`config.mk`:
```
export PLATFORM = sky130hd
export DESIGN_NAME = sysctl_regs_top
export DESIGN_NICKNAME = d
export VERILOG_FILES = /design/src/rtl/sysctl_pkg.sv /design/src/rtl/sysctl_decode.sv /design/src/rtl/sysctl_store.sv /design/src/rtl/sysctl_rdmux.sv /design/src/rtl/sysctl_regs_top.sv
export SDC_FILE = /design/constraint.sdc
export NUM_CORES = 1
export LEC_CHECK = 0
export BUFFER_PORTS_ARGS = -buffer_cell sky130_fd_sc_hd__clkbuf_2
export CELL_PAD_IN_SITES_DETAIL_PLACEMENT = 1
export CELL_PAD_IN_SITES_GLOBAL_PLACEMENT = 1
export CORE_UTILIZATION = 43
export CTS_BUF_LIST = sky130_fd_sc_hd__clkbuf_4 sky130_fd_sc_hd__clkbuf_8
export DETAILED_ROUTE_END_ITERATION = 16
export GPL_ROUTABILITY_DRIVEN = 0
export HOLD_SLACK_MARGIN = 0.06
export PLACE_DENSITY = 0.93
export SYNTH_ARGS = -nofsm -noshare
export SYNTH_HDL_FRONTEND = slang
export SYNTH_SLANG_ARGS = --single-unit
```
`constraint.sdc`:
```
create_clock -name clk -period 2.75 [get_ports clk]
set_input_delay 0 -clock clk [delete_from_list [all_inputs] [get_ports clk]]
set_output_delay 0 -clock clk [all_outputs]
set_load 0.05 [all_outputs]
```
`src/rtl/sysctl_pkg.sv`:
```
package sysctl_pkg;
  localparam int unsigned DW = 8;

  // Port addresses; the decode and the read-back depend on these values.
  localparam logic [15:0] PA_SPECIAL = 16'h0092;
  localparam logic [15:0] PA_CPUCFG  = 16'h0800;
  localparam logic [15:0] PA_FEAT    = 16'h0802;
  localparam logic [15:0] PA_STAT    = 16'h0803;
  localparam logic [15:0] PA_LIGHT   = 16'h0808;
  localparam logic [15:0] PA_EQUIP   = 16'h080C;
  localparam logic [15:0] PA_LOCK1   = 16'h0810;
  localparam logic [15:0] PA_LOCK2   = 16'h0812;
  localparam logic [15:0] PA_INVAL   = 16'h0814;
  localparam logic [15:0] PA_KEY     = 16'h0818;
  localparam logic [15:0] PA_SYSCTL  = 16'h081C;
  localparam logic [15:0] PA_CACHEID = 16'h0823;
  localparam logic [15:0] PA_MAP     = 16'h0850;
  localparam logic [15:0] PA_SCRATCH = 16'h0398;

  // Fixed identification bytes.
  localparam logic [DW-1:0] ID_CPUCFG  = 8'hEF;
  localparam logic [DW-1:0] ID_FEAT    = 8'hAD;
  localparam logic [DW-1:0] ID_STAT    = 8'hE0;
  localparam logic [DW-1:0] ID_EQUIP   = 8'h3C;
  localparam logic [DW-1:0] ID_XFEAT   = 8'h39;
  localparam logic [DW-1:0] ID_CACHEID = 8'h03;
  localparam logic [DW-1:0] RD_UNMAPPED = 8'hFF;

  typedef enum logic [3:0] {
    SEL_NONE, SEL_SPECIAL, SEL_CPUCFG, SEL_FEAT, SEL_STAT, SEL_LIGHT,
    SEL_EQUIP, SEL_LOCK1, SEL_LOCK2, SEL_INVAL, SEL_KEY, SEL_SYSCTL,
    SEL_CACHEID, SEL_MAP
  } port_sel_e;
endpackage

```
`src/rtl/sysctl_decode.sv`:
```
module sysctl_decode
  import sysctl_pkg::*;
#(
  parameter int unsigned ADDR_W    = 16,
  parameter int unsigned SCRATCH_N = 2,
  localparam int unsigned SCR_IDX_W = (SCRATCH_N > 1) ? $clog2(SCRATCH_N) : 1
) (
  input  logic [ADDR_W-1:0]    addr_i,
  output port_sel_e            sel_o,
  output logic                 scr_hit_o,
  output logic [SCR_IDX_W-1:0] scr_idx_o
);
  localparam logic [ADDR_W-1:0] SCR_BASE = ADDR_W'(PA_SCRATCH);
  localparam logic [ADDR_W-1:0] SCR_END  = ADDR_W'(PA_SCRATCH) + ADDR_W'(SCRATCH_N);

  logic [ADDR_W-1:0] scr_off;

  always_comb begin
    unique case (addr_i)
      ADDR_W'(PA_SPECIAL): sel_o = SEL_SPECIAL;
      ADDR_W'(PA_CPUCFG):  sel_o = SEL_CPUCFG;
      ADDR_W'(PA_FEAT):    sel_o = SEL_FEAT;
      ADDR_W'(PA_STAT):    sel_o = SEL_STAT;
      ADDR_W'(PA_LIGHT):   sel_o = SEL_LIGHT;
      ADDR_W'(PA_EQUIP):   sel_o = SEL_EQUIP;
      ADDR_W'(PA_LOCK1):   sel_o = SEL_LOCK1;
      ADDR_W'(PA_LOCK2):   sel_o = SEL_LOCK2;
      ADDR_W'(PA_INVAL):   sel_o = SEL_INVAL;
      ADDR_W'(PA_KEY):     sel_o = SEL_KEY;
      ADDR_W'(PA_SYSCTL):  sel_o = SEL_SYSCTL;
      ADDR_W'(PA_CACHEID): sel_o = SEL_CACHEID;
      ADDR_W'(PA_MAP):     sel_o = SEL_MAP;
      default:             sel_o = SEL_NONE;
    endcase
  end

  assign scr_off   = addr_i - SCR_BASE;
  assign scr_hit_o = (addr_i >= SCR_BASE) && (addr_i < SCR_END);
  assign scr_idx_o = scr_off[SCR_IDX_W-1:0];
endmodule

```
`src/rtl/sysctl_store.sv`:
```
module sysctl_store
  import sysctl_pkg::*;
#(
  parameter int unsigned SCRATCH_N = 2,
  parameter int unsigned SYSCTL_W  = 4,
  localparam int unsigned SCR_IDX_W = (SCRATCH_N > 1) ? $clog2(SCRATCH_N) : 1
) (
  input  logic                          clk,
  input  logic                          rst_n,
  input  logic                          wr_en_i,
  input  port_sel_e                     sel_i,
  input  logic                          scr_hit_i,
  input  logic [SCR_IDX_W-1:0]          scr_idx_i,
  input  logic [DW-1:0]                 wdata_i,
  output logic                          le_o,
  output logic                          noncontig_o,
  output logic                          light_o,
  output logic [SYSCTL_W-1:0]           sysctl_o,
  output logic [SCRATCH_N-1:0][DW-1:0]  scr_o,
  output logic                          soft_rst_o,
  output logic                          lock1_o,
  output logic                          lock2_o,
  output logic                          inval_o
);
  // Control levels
  always_ff @(posedge clk) begin
    if (!rst_n) begin
      le_o        <= 1'b0;
      noncontig_o <= 1'b0;
      light_o     <= 1'b0;
      sysctl_o    <= '0;
    end else if (wr_en_i) begin
      unique case (sel_i)
        SEL_SPECIAL: le_o        <= wdata_i[1];
        SEL_MAP:     noncontig_o <= wdata_i[0];
        SEL_LIGHT:   light_o     <= wdata_i[0];
        SEL_SYSCTL:  sysctl_o    <= wdata_i[SYSCTL_W-1:0];
        default: ;
      endcase
    end
  end

  // Side-effect pulses, each one clock after the accepted write
  always_ff @(posedge clk) begin
    if (!rst_n) begin
      soft_rst_o <= 1'b0;
      lock1_o    <= 1'b0;
      lock2_o    <= 1'b0;
      inval_o    <= 1'b0;
    end else begin
      soft_rst_o <= wr_en_i && (sel_i == SEL_SPECIAL) && wdata_i[0];
      lock1_o    <= wr_en_i && (sel_i == SEL_LOCK1);
      lock2_o    <= wr_en_i && (sel_i == SEL_LOCK2);
      inval_o    <= wr_en_i && (sel_i == SEL_INVAL);
    end
  end

  // Scratch bytes
  for (genvar g = 0; g < SCRATCH_N; g++) begin : g_scr
    always_ff @(posedge clk) begin
      if (!rst_n) scr_o[g] <= '0;
      else if (wr_en_i && scr_hit_i && (scr_idx_i == SCR_IDX_W'(g))) scr_o[g] <= wdata_i;
    end
  end

  a_r6_pulses_exclusive: assert property (@(posedge clk) disable iff (!rst_n)
    $onehot0({soft_rst_o, lock1_o, lock2_o, inval_o}));
  a_r5_soft_reset_cause: assert property (@(posedge clk) disable iff (!rst_n)
    soft_rst_o |-> $past(wr_en_i && (sel_i == SEL_SPECIAL) && wdata_i[0]));
  a_r4_endian_holds: assert property (@(posedge clk) disable iff (!rst_n)
    !$past(wr_en_i && (sel_i == SEL_SPECIAL)) |-> $stable(le_o));
  a_r9_map_holds: assert property (@(posedge clk) disable iff (!rst_n)
    !$past(wr_en_i && (sel_i == SEL_MAP)) |-> $stable(noncontig_o));
endmodule

```
`src/rtl/sysctl_rdmux.sv`:
```
module sysctl_rdmux
  import sysctl_pkg::*;
#(
  parameter int unsigned SCRATCH_N = 2,
  parameter int unsigned SYSCTL_W  = 4,
  localparam int unsigned SCR_IDX_W = (SCRATCH_N > 1) ? $clog2(SCRATCH_N) : 1
) (
  input  logic                          clk,
  input  logic                          rst_n,
  input  logic                          rd_en_i,
  input  port_sel_e                     sel_i,
  input  logic                          scr_hit_i,
  input  logic [SCR_IDX_W-1:0]          scr_idx_i,
  input  logic                          noncontig_i,
  input  logic [SYSCTL_W-1:0]           sysctl_i,
  input  logic [SCRATCH_N-1:0][DW-1:0]  scr_i,
  output logic [DW-1:0]                 rdata_o,
  output logic                          rvalid_o
);
  logic [DW-1:0] rd_next;

  always_comb begin
    if (scr_hit_i) begin
      rd_next = scr_i[scr_idx_i];
    end else begin
      unique case (sel_i)
        SEL_SPECIAL: rd_next = '0;
        SEL_CPUCFG:  rd_next = ID_CPUCFG;
        SEL_FEAT:    rd_next = ID_FEAT;
        SEL_STAT:    rd_next = ID_STAT;
        SEL_EQUIP:   rd_next = ID_EQUIP;
        SEL_LOCK1:   rd_next = ID_XFEAT;
        SEL_KEY:     rd_next = '0;
        SEL_SYSCTL:  rd_next = DW'(sysctl_i);
        SEL_CACHEID: rd_next = ID_CACHEID;
        SEL_MAP:     rd_next = DW'(noncontig_i);
        default:     rd_next = RD_UNMAPPED;
      endcase
    end
  end

  always_ff @(posedge clk) begin
    if (!rst_n) begin
      rdata_o  <= '0;
      rvalid_o <= 1'b0;
    end else begin
      rvalid_o <= rd_en_i;
      if (rd_en_i) rdata_o <= rd_next;
    end
  end

  a_r11_valid_follows_strobe: assert property (@(posedge clk) disable iff (!rst_n)
    rvalid_o |-> $past(rd_en_i));
  a_r3_unmapped_all_ones: assert property (@(posedge clk) disable iff (!rst_n)
    (rvalid_o && $past(sel_i == SEL_NONE && !scr_hit_i)) |-> (rdata_o == RD_UNMAPPED));
  a_r8_field_upper_zero: assert property (@(posedge clk) disable iff (!rst_n)
    (rvalid_o && $past(sel_i == SEL_SYSCTL && !scr_hit_i)) |-> ((rdata_o >> SYSCTL_W) == '0));
endmodule

```
`src/rtl/sysctl_regs_top.sv`:
```
module sysctl_regs_top
  import sysctl_pkg::*;
#(
  parameter int unsigned ADDR_W    = 16,
  parameter int unsigned SCRATCH_N = 2,
  parameter int unsigned SYSCTL_W  = 4
) (
  input  logic              clk,
  input  logic              rst_n,
  input  logic [ADDR_W-1:0] bus_addr,
  input  logic              bus_wr,
  input  logic [DW-1:0]     bus_wdata,
  input  logic              bus_rd,
  output logic [DW-1:0]     bus_rdata,
  output logic              bus_rvalid,
  output logic              mode_little_endian,
  output logic              mode_io_noncontig,
  output logic              disk_light,
  output logic              soft_reset_pulse,
  output logic              nvlock1_toggle,
  output logic              nvlock2_toggle,
  output logic              cache_inval
);
  localparam int unsigned SCR_IDX_W = (SCRATCH_N > 1) ? $clog2(SCRATCH_N) : 1;

  port_sel_e                    sel;
  logic                         scr_hit;
  logic [SCR_IDX_W-1:0]         scr_idx;
  logic [SYSCTL_W-1:0]          sysctl;
  logic [SCRATCH_N-1:0][DW-1:0] scr;

  sysctl_decode #(.ADDR_W(ADDR_W), .SCRATCH_N(SCRATCH_N)) u_decode (
    .addr_i(bus_addr), .sel_o(sel), .scr_hit_o(scr_hit), .scr_idx_o(scr_idx)
  );

  sysctl_store #(.SCRATCH_N(SCRATCH_N), .SYSCTL_W(SYSCTL_W)) u_store (
    .clk(clk), .rst_n(rst_n), .wr_en_i(bus_wr), .sel_i(sel),
    .scr_hit_i(scr_hit), .scr_idx_i(scr_idx), .wdata_i(bus_wdata),
    .le_o(mode_little_endian), .noncontig_o(mode_io_noncontig),
    .light_o(disk_light), .sysctl_o(sysctl), .scr_o(scr),
    .soft_rst_o(soft_reset_pulse), .lock1_o(nvlock1_toggle),
    .lock2_o(nvlock2_toggle), .inval_o(cache_inval)
  );

  sysctl_rdmux #(.SCRATCH_N(SCRATCH_N), .SYSCTL_W(SYSCTL_W)) u_rdmux (
    .clk(clk), .rst_n(rst_n), .rd_en_i(bus_rd), .sel_i(sel),
    .scr_hit_i(scr_hit), .scr_idx_i(scr_idx), .noncontig_i(mode_io_noncontig),
    .sysctl_i(sysctl), .scr_i(scr), .rdata_o(bus_rdata), .rvalid_o(bus_rvalid)
  );

  a_r7_light_holds: assert property (@(posedge clk) disable iff (!rst_n)
    !$past(bus_wr && bus_addr == ADDR_W'(PA_LIGHT)) |-> $stable(disk_light));
  a_r6_lock1_cause: assert property (@(posedge clk) disable iff (!rst_n)
    nvlock1_toggle |-> $past(bus_wr && bus_addr == ADDR_W'(PA_LOCK1)));
endmodule

```
==> results.toml, run 1 <==
[outcome]
status = "complete, no violations"

[worst_setup_path]
end_kind = "flip-flop"
cp-start-kind = "input port"
required_ps = 2940
critPathMaxStageDelay_ps = 720
cp_cell_sequence = "clkbuf_2 -> or4_1 -> or4_2 -> nor2_1 -> nor3_1 -> a221o_1 -> a22o_1"
critPathKind = "in2reg"
path_max_fanout = 7
rr_startpoint = "u_store.scr_o[5]"
crit_path_start = "bus_addr[12]"
worstPathArrival_ps = 2460
ff2ff_path_depth = 4
crit_slowest_cell = "or4_2"

[layout]
fillCellCount = 554
area_growth_pct = 19.9
final_util_pct = 54.5
finalNonFillerCells = 352
fin_area_mm2 = 0.00261
n_antenna_cell = 0
multiInputGateArea_mm2 = 0.00133
drive_gt1_share_pct = 26.0
seq_area_um2 = 721
nNetsFinal = 312

[worst_hold_path]
hp-start = "bus_wr"
min_path_type = "in2reg"
holdPathStages = 2

[route]
ant_nets = 0
drt_iter0_drc = 125
remaining_drc_errors = 0
dr.pass1.iters = 4
wl_um = 6860
via_count = 2066
routed_via_density = 5.87
routedWlPerCell_um = 19.5

[synth]
synthTopCellsByCount = "dfxtp_1 (36), mux2i_1 (32), nor2b_1 (28)"
async_flop_share_pct = 0
synth_area_per_cell_um2 = 9.21
ys.flop_type = "dfxtp_1"
synth_nets = 264
synth_largest_area_cell = "dfxtp_1"
ys_top_cells_by_area = "dfxtp_1 (33%), mux2i_1 (15%), nor2b_1 (8.1%)"
ys_types = 56
synth_most_common_cell = "dfxtp_1"
ys_seq_elements = 36
synthCells = 236
ys_seq_area_share_pct = 33.2
synth_top_area_share_pct = 33.2
yosys_warnings = 0
synth_edf_count = 0
synth_area_mm2 = 0.00217

[global_routing]
grt_antenna_before_repair = 0
gr-total-overflow = 0
grt_max_degree = 34
grt_pass1_vias = 2166
track_usage_pct = 27.5
grt_pass1_wl_um = 11000

[cts]
cts_tree = "built"
clock_path_buffers = 2
clk_pin_slew_worst_paths_ps = 80
cts.sinks = 36
clock_latency_ps = 300
cts_root_buf = "clkbuf_8"
cts_inserted_buffers = 5
htree_levels = 2
cts_resized = 0

[sta]
period_needed_ps = 2280
worstMarginPinSlew_ps = 548
max_freq_mhz = 440
hold_violations = 0
min_period_over_period_pct = 82.7
relSlewSlack_pct = 62.5
fin_ws_ps = 475
rsz0062_at_grt = "no"
final.setup.tns_ps = 0
setup_viol = 0
finalMaxSlewViolations = 0
finClkSkew_ps = 8.92

[placed_design]
dpl-instance-area_mm2 = 0.00241
portBuffers = 43
dp_hpwl_um = 4340
pre_cts_slack_ps = 305
dp.cells = 336

[die]
core_mm2 = 0.00479
ioPinCount = 44
rows = 25
chipHeight_um = 73.1
start_util_pct = 45.4
die_x_um = 73.1
dieArea_mm2 = 0.00534

[power]
vdd_drop_max_mv = 0.262
power_density_mw_per_mm2 = 458
p_leak_nw = 1.11

[flow_run]
drv_cap = 0
==> routing by layer <==
metal / GRT usage, % / vias to the layer above / wire length (um)
met5: 0 / - / 0
met3: 5.80 / 18 / 298
met4: 13.3 / 0 / 191
met1: 33.2 / 1009 / 2960
met2: 46.2 / 60 / 3410
li1: - / 979 / -
==> flip-flops by register name (all words and copies together) (netlist names) <==
| register | count |
|---|---|
| u_store.soft_rst_o | 1 |
| u_store.inval_o | 1 |
| u_store.lock1_o | 1 |
| u_rdmux.rdata_o | 8 |
| u_store.le_o | 1 |
| u_rdmux.rvalid_o | 1 |
| u_store.light_o | 1 |
| u_store.lock2_o | 1 |
| u_store.scr_o | 16 |
| u_store.sysctl_o | 4 |
| u_store.noncontig_o | 1 |
==> worst paths after layout <==
path,slack [ps],to
worst max-delay path,470,u_rdmux.rdata_o[6]
worst min-delay path,150,u_store.lock1_o
worst max register to register,1400,u_rdmux.rdata_o[5]
worst min register to register,490,u_rdmux.rdata_o[3]
==> critical path: cells and delay by family <==
kind | cells | cell delay, ps
AO/OA/AOI/OAI | 2 | 610
AND/OR/NAND/NOR | 4 | 1770
buffers and inverters | 1 | 80
==> power breakdown <==
part | total (mW) | internal, mW | switching (mW)
clock | 0.485 | 0.279 | 0.206
combinational | 0.171 | 0.0595 | 0.111
sequential | 0.538 | 0.530 | 0.00773
==> kinds of logic after synthesis <==
kind of cell,Yosys count,synth area share [%]
AND/OR/NAND/NOR,99,29.5
AO/OA/AOI/OAI,47,16.4
flip-flops,36,33.2
multiplexers,32,14.7
buffers and inverters,21,5.76
XOR/XNOR,1,0.403
==> cells in the final DEF, fill, tap and decap left out, drive strengths merged, types with 2 or more instances in the layout <==
| cell type | synthesis | layout |
|---|---|---|
| a2111oi | 3 | 3 |
| a211oi | 2 | 2 |
| a21oi | 14 | 14 |
| a22o | 2 | 2 |
| and4 | 3 | 3 |
| buf | 7 | 7 |
| clkbuf | 9 | 49 |
| dfxtp | 36 | 36 |
| dlygate4sd3 | 1 | 8 |
| inv | 4 | 4 |
| mux2i | 32 | 32 |
| nand2 | 8 | 8 |
| nand3 | 6 | 6 |
| nand3b | 2 | 2 |
| nand4 | 4 | 4 |
| nor2 | 13 | 13 |
| nor2b | 28 | 28 |
| nor3 | 4 | 4 |
| nor3b | 3 | 3 |
| nor4 | 5 | 5 |
| nor4b | 4 | 4 |
| o2111ai | 4 | 4 |
| o211ai | 6 | 6 |
| o21ai | 6 | 6 |
| or2 | 2 | 2 |
| or4 | 7 | 7 |
| or4b | 2 | 2 |
==> stage by stage <==
step	hold WS, ps	power, mW
6_report	147	1.19
5_1_grt	162	1.23
4_1_cts	133	1.18
3_5_place_dp	289	0.705
3_3_place_gp	272	0.701
2_1_floorplan	150	0.654
==> cell type report <==
type	count	share of cell area [%]
clock buffer	6	2.93
clock inverter	2	1.34
timing repair buffer	58	13.3
sequential	36	27.7
tap	67	3.22
multi-input combinational	179	50.9
inverter	4	0.576
==> what timing repair did <==
action,4_1_cts,5_1_grt
hold endpoints to repair,19,0
hold buffers,8,0
setup buffers,0,0
endpoints found under the setup margin,0,0
(Power assumes the default switching activity.)
==> run 2: changes to the inputs <==
Settings changed: ABC_AREA set to 1, CORE_UTILIZATION 43 to 36, PLACE_DENSITY 0.93 to 0.88.
Clock period 2.75 ns to 1.9 ns, I/O delays scaled along.
==> run 2 against run 1 <==
Against the previous run:
- first-iteration DRC count fell by 4.0%
- critical path depth did not move
- largest power group unchanged
- synthesized area rose by 5.4%
==> results.toml, run 2 <==
[sta]
worstMarginPinSlew_ps = 609
relSlewSlack_pct = 59.3
period_needed_ps = 1400
max_freq_mhz = 714
finalMaxSlewViolations = 0
hold_violations = 0
final.setup.tns_ps = 0
min_period_over_period_pct = 73.7
setup_viol = 0
rsz0062_at_grt = "no"
finClkSkew_ps = 4.91

[die]
dieArea_mm2 = 0.00669
rows = 28
chipHeight_um = 81.8
core_mm2 = 0.00603
start_util_pct = 38.0
ioPinCount = 44
die_x_um = 81.8

[route]
via_count = 2410
routedWlPerCell_um = 13.8
ant_nets = 0
wl_um = 6420
drt_iter0_drc = 120
dr.pass1.iters = 4
remaining_drc_errors = 0
routed_via_density = 5.17

[synth]
synth_compound_area_share_pct = 15.0
synthMuxAreaShare_pct = 0.437
synthCells = 337
synth_top_family_by_area = "simple AND/OR/NAND/NOR gates"
ys.flop_type = "dfxtp_1"
synth_xor_area_share_pct = 0
synthTopCellsByCount = "nand2_1 (100), dfxtp_1 (36), inv_1 (28)"
synth_largest_area_cell = "dfxtp_1"
ys_types = 37
ys_seq_elements = 36
synth-simple-area-share_pct = 44.4
yosys_warnings = 0
ys_seq_area_share_pct = 31.5
async_flop_share_pct = 0
synth_edf_count = 0
synth_most_common_cell = "nand2_1"
synth_area_per_cell_um2 = 6.80
synth_area_mm2 = 0.00229
synth_nets = 365
synth_top_area_share_pct = 31.5
synth_fa_ha_area_share_pct = 0
ys_top_cells_by_area = "dfxtp_1 (31%), nand2_1 (16%), a21oi_1 (4.8%)"

[layout]
multiInputGateArea_mm2 = 0.00137
seq_area_um2 = 721
final_util_pct = 45.9
layout_commonest_cell = "nand2_1"
largest_reg_flops = 16
fillCellCount = 833
area_growth_pct = 20.7
drive_gt1_share_pct = 28.4
nNetsFinal = 418
top_register = "u_store.scr_o"
n_antenna_cell = 0
layout.cells.most_common_list = "nand2_1 (100), clkbuf_2 (43), dfxtp_1 (36), inv_1 (28)"
reg_top3 = "u_store.scr_o: 16 flops, u_rdmux.rdata_o: 8 flops, u_store.sysctl_o: 4 flops"

[power]
clkPwrFrac_pct = 40.7
power_density_mw_per_mm2 = 613
switching_share_pct = 27.8
power_frac_comb_pct = 13.7
switchingPower_uw = 470
internal_power_mw = 1.22
p_seq_share_pct = 45.6
vdd_drop_max_mv = 0.383
p_leak_nw = 1.32

[cts]
htree_levels = 2
clock_path_buffers = 2
cts_hold_buf = 10
cts_root_buf = "clkbuf_8"
cts_resized = 0
clk_pin_slew_worst_paths_ps = 80
postCtsSetupBuffers = 0
clock_latency_ps = 290
cts_inserted_buffers = 5
cts.sinks = 36
cts_tree = "built"

[worst_setup_path]
end_kind = "flip-flop"
cp-start-kind = "input port"
required_ps = 2130
worstPathArrival_ps = 1630
rr_startpoint = "u_store.sysctl_o[3]"
ff2ff_path_depth = 8
r2r-end = "u_rdmux.rdata_o[3]"
rrSetupSlack_ps = 780
path_max_fanout = 16
critPathKind = "in2reg"

[worst_hold_path]
hold-path-endpoint = "u_rdmux.rvalid_o"
holdPathStages = 3
min_path_type = "in2reg"
hp-start = "rst_n"

[global_routing]
track_usage_pct = 21.6
grt_pass1_wl_um = 11100
grt_max_degree = 20
gr-total-overflow = 0
grt_antenna_before_repair = 0
grt_pass1_vias = 2396

[flow_run]
drv_cap = 0

[placed_design]
portBuffers = 43
dp_hpwl_um = 5110

[outcome]
status = "complete, no violations"
[run 2: routing by layer]
metal  up-vias  track usage [%]  wire length, um
met5         -                0                0
met4         0             5.26               44
met3         6             4.11              240
met2        45             36.3             3110
met1      1142             28.3             3020
li1       1217                -                -
[run 2: stage by stage]
step                      instance area (um^2)  hold slack (ps)  setup slack, ps  total power [mW]  instances
after global placement                    2550              243              234              1.00        448
after floorplan                           2290              147              659             0.933        337
after global routing                      2770              170              323              1.77        466
final                                     2770              128              500              1.69        466
after detailed placement                  2550              258              194              1.01        448
after CTS                                 2770              136              509              1.71        466
[run 2: layout make-up]
| class | instances | share of cell area, % |
|---|---|---|
| clock buffer | 5 | 2.49 |
| clock inverter | 3 | 1.54 |
| inverter | 35 | 4.75 |
| multi-input combinational | 256 | 49.5 |
| sequential | 36 | 26.1 |
| tap | 75 | 3.39 |
| timing repair buffer | 56 | 12.2 |
[run 2: power groups by stage]
| stage | clock network (mW) | logic (mW) | registers, mW |
|---|---|---|---|
| final | 0.690 | 0.232 | 0.772 |
| after detailed placement | 0 | 0.216 | 0.790 |
| after floorplan | 0 | 0.101 | 0.832 |
| after global placement | 0 | 0.211 | 0.790 |
| after CTS | 0.706 | 0.233 | 0.773 |
| after global routing | 0.741 | 0.252 | 0.774 |
[run 2: kinds of logic (layout without fill, tap and decap cells)]
| group | count (synthesis) | in the layout |
|---|---|---|
| DFF | 36 | 36 |
| buffers and inverters | 45 | 99 |
| AOI/OAI and AO/OA | 59 | 59 |
| and+or+nand+nor | 196 | 196 |
| muxes | 1 | 1 |
[run 2: worst max-delay path by stage]
stage          slack (ps)                 end                 from  cells past startpoint
6_report              500     u_store.lock2_o          bus_addr[0]                      7
5_1_grt               320     u_store.lock2_o          bus_addr[0]                      7
4_1_cts               510     u_store.lock2_o          bus_addr[0]                      7
3_5_place_dp          190     u_store.lock2_o          bus_addr[0]                      7
3_3_place_gp          230     u_store.lock1_o          bus_addr[0]                      6
2_1_floorplan         660  u_rdmux.rdata_o[0]  u_store.noncontig_o                      8
[run 2: critical path, stage by stage]
cell and delay, ps:
clkbuf_2 360, clkinv_1 470, and3_1 330, nor2_1 100, nand3_1 90, nand2_1 110, nor3b_2 160
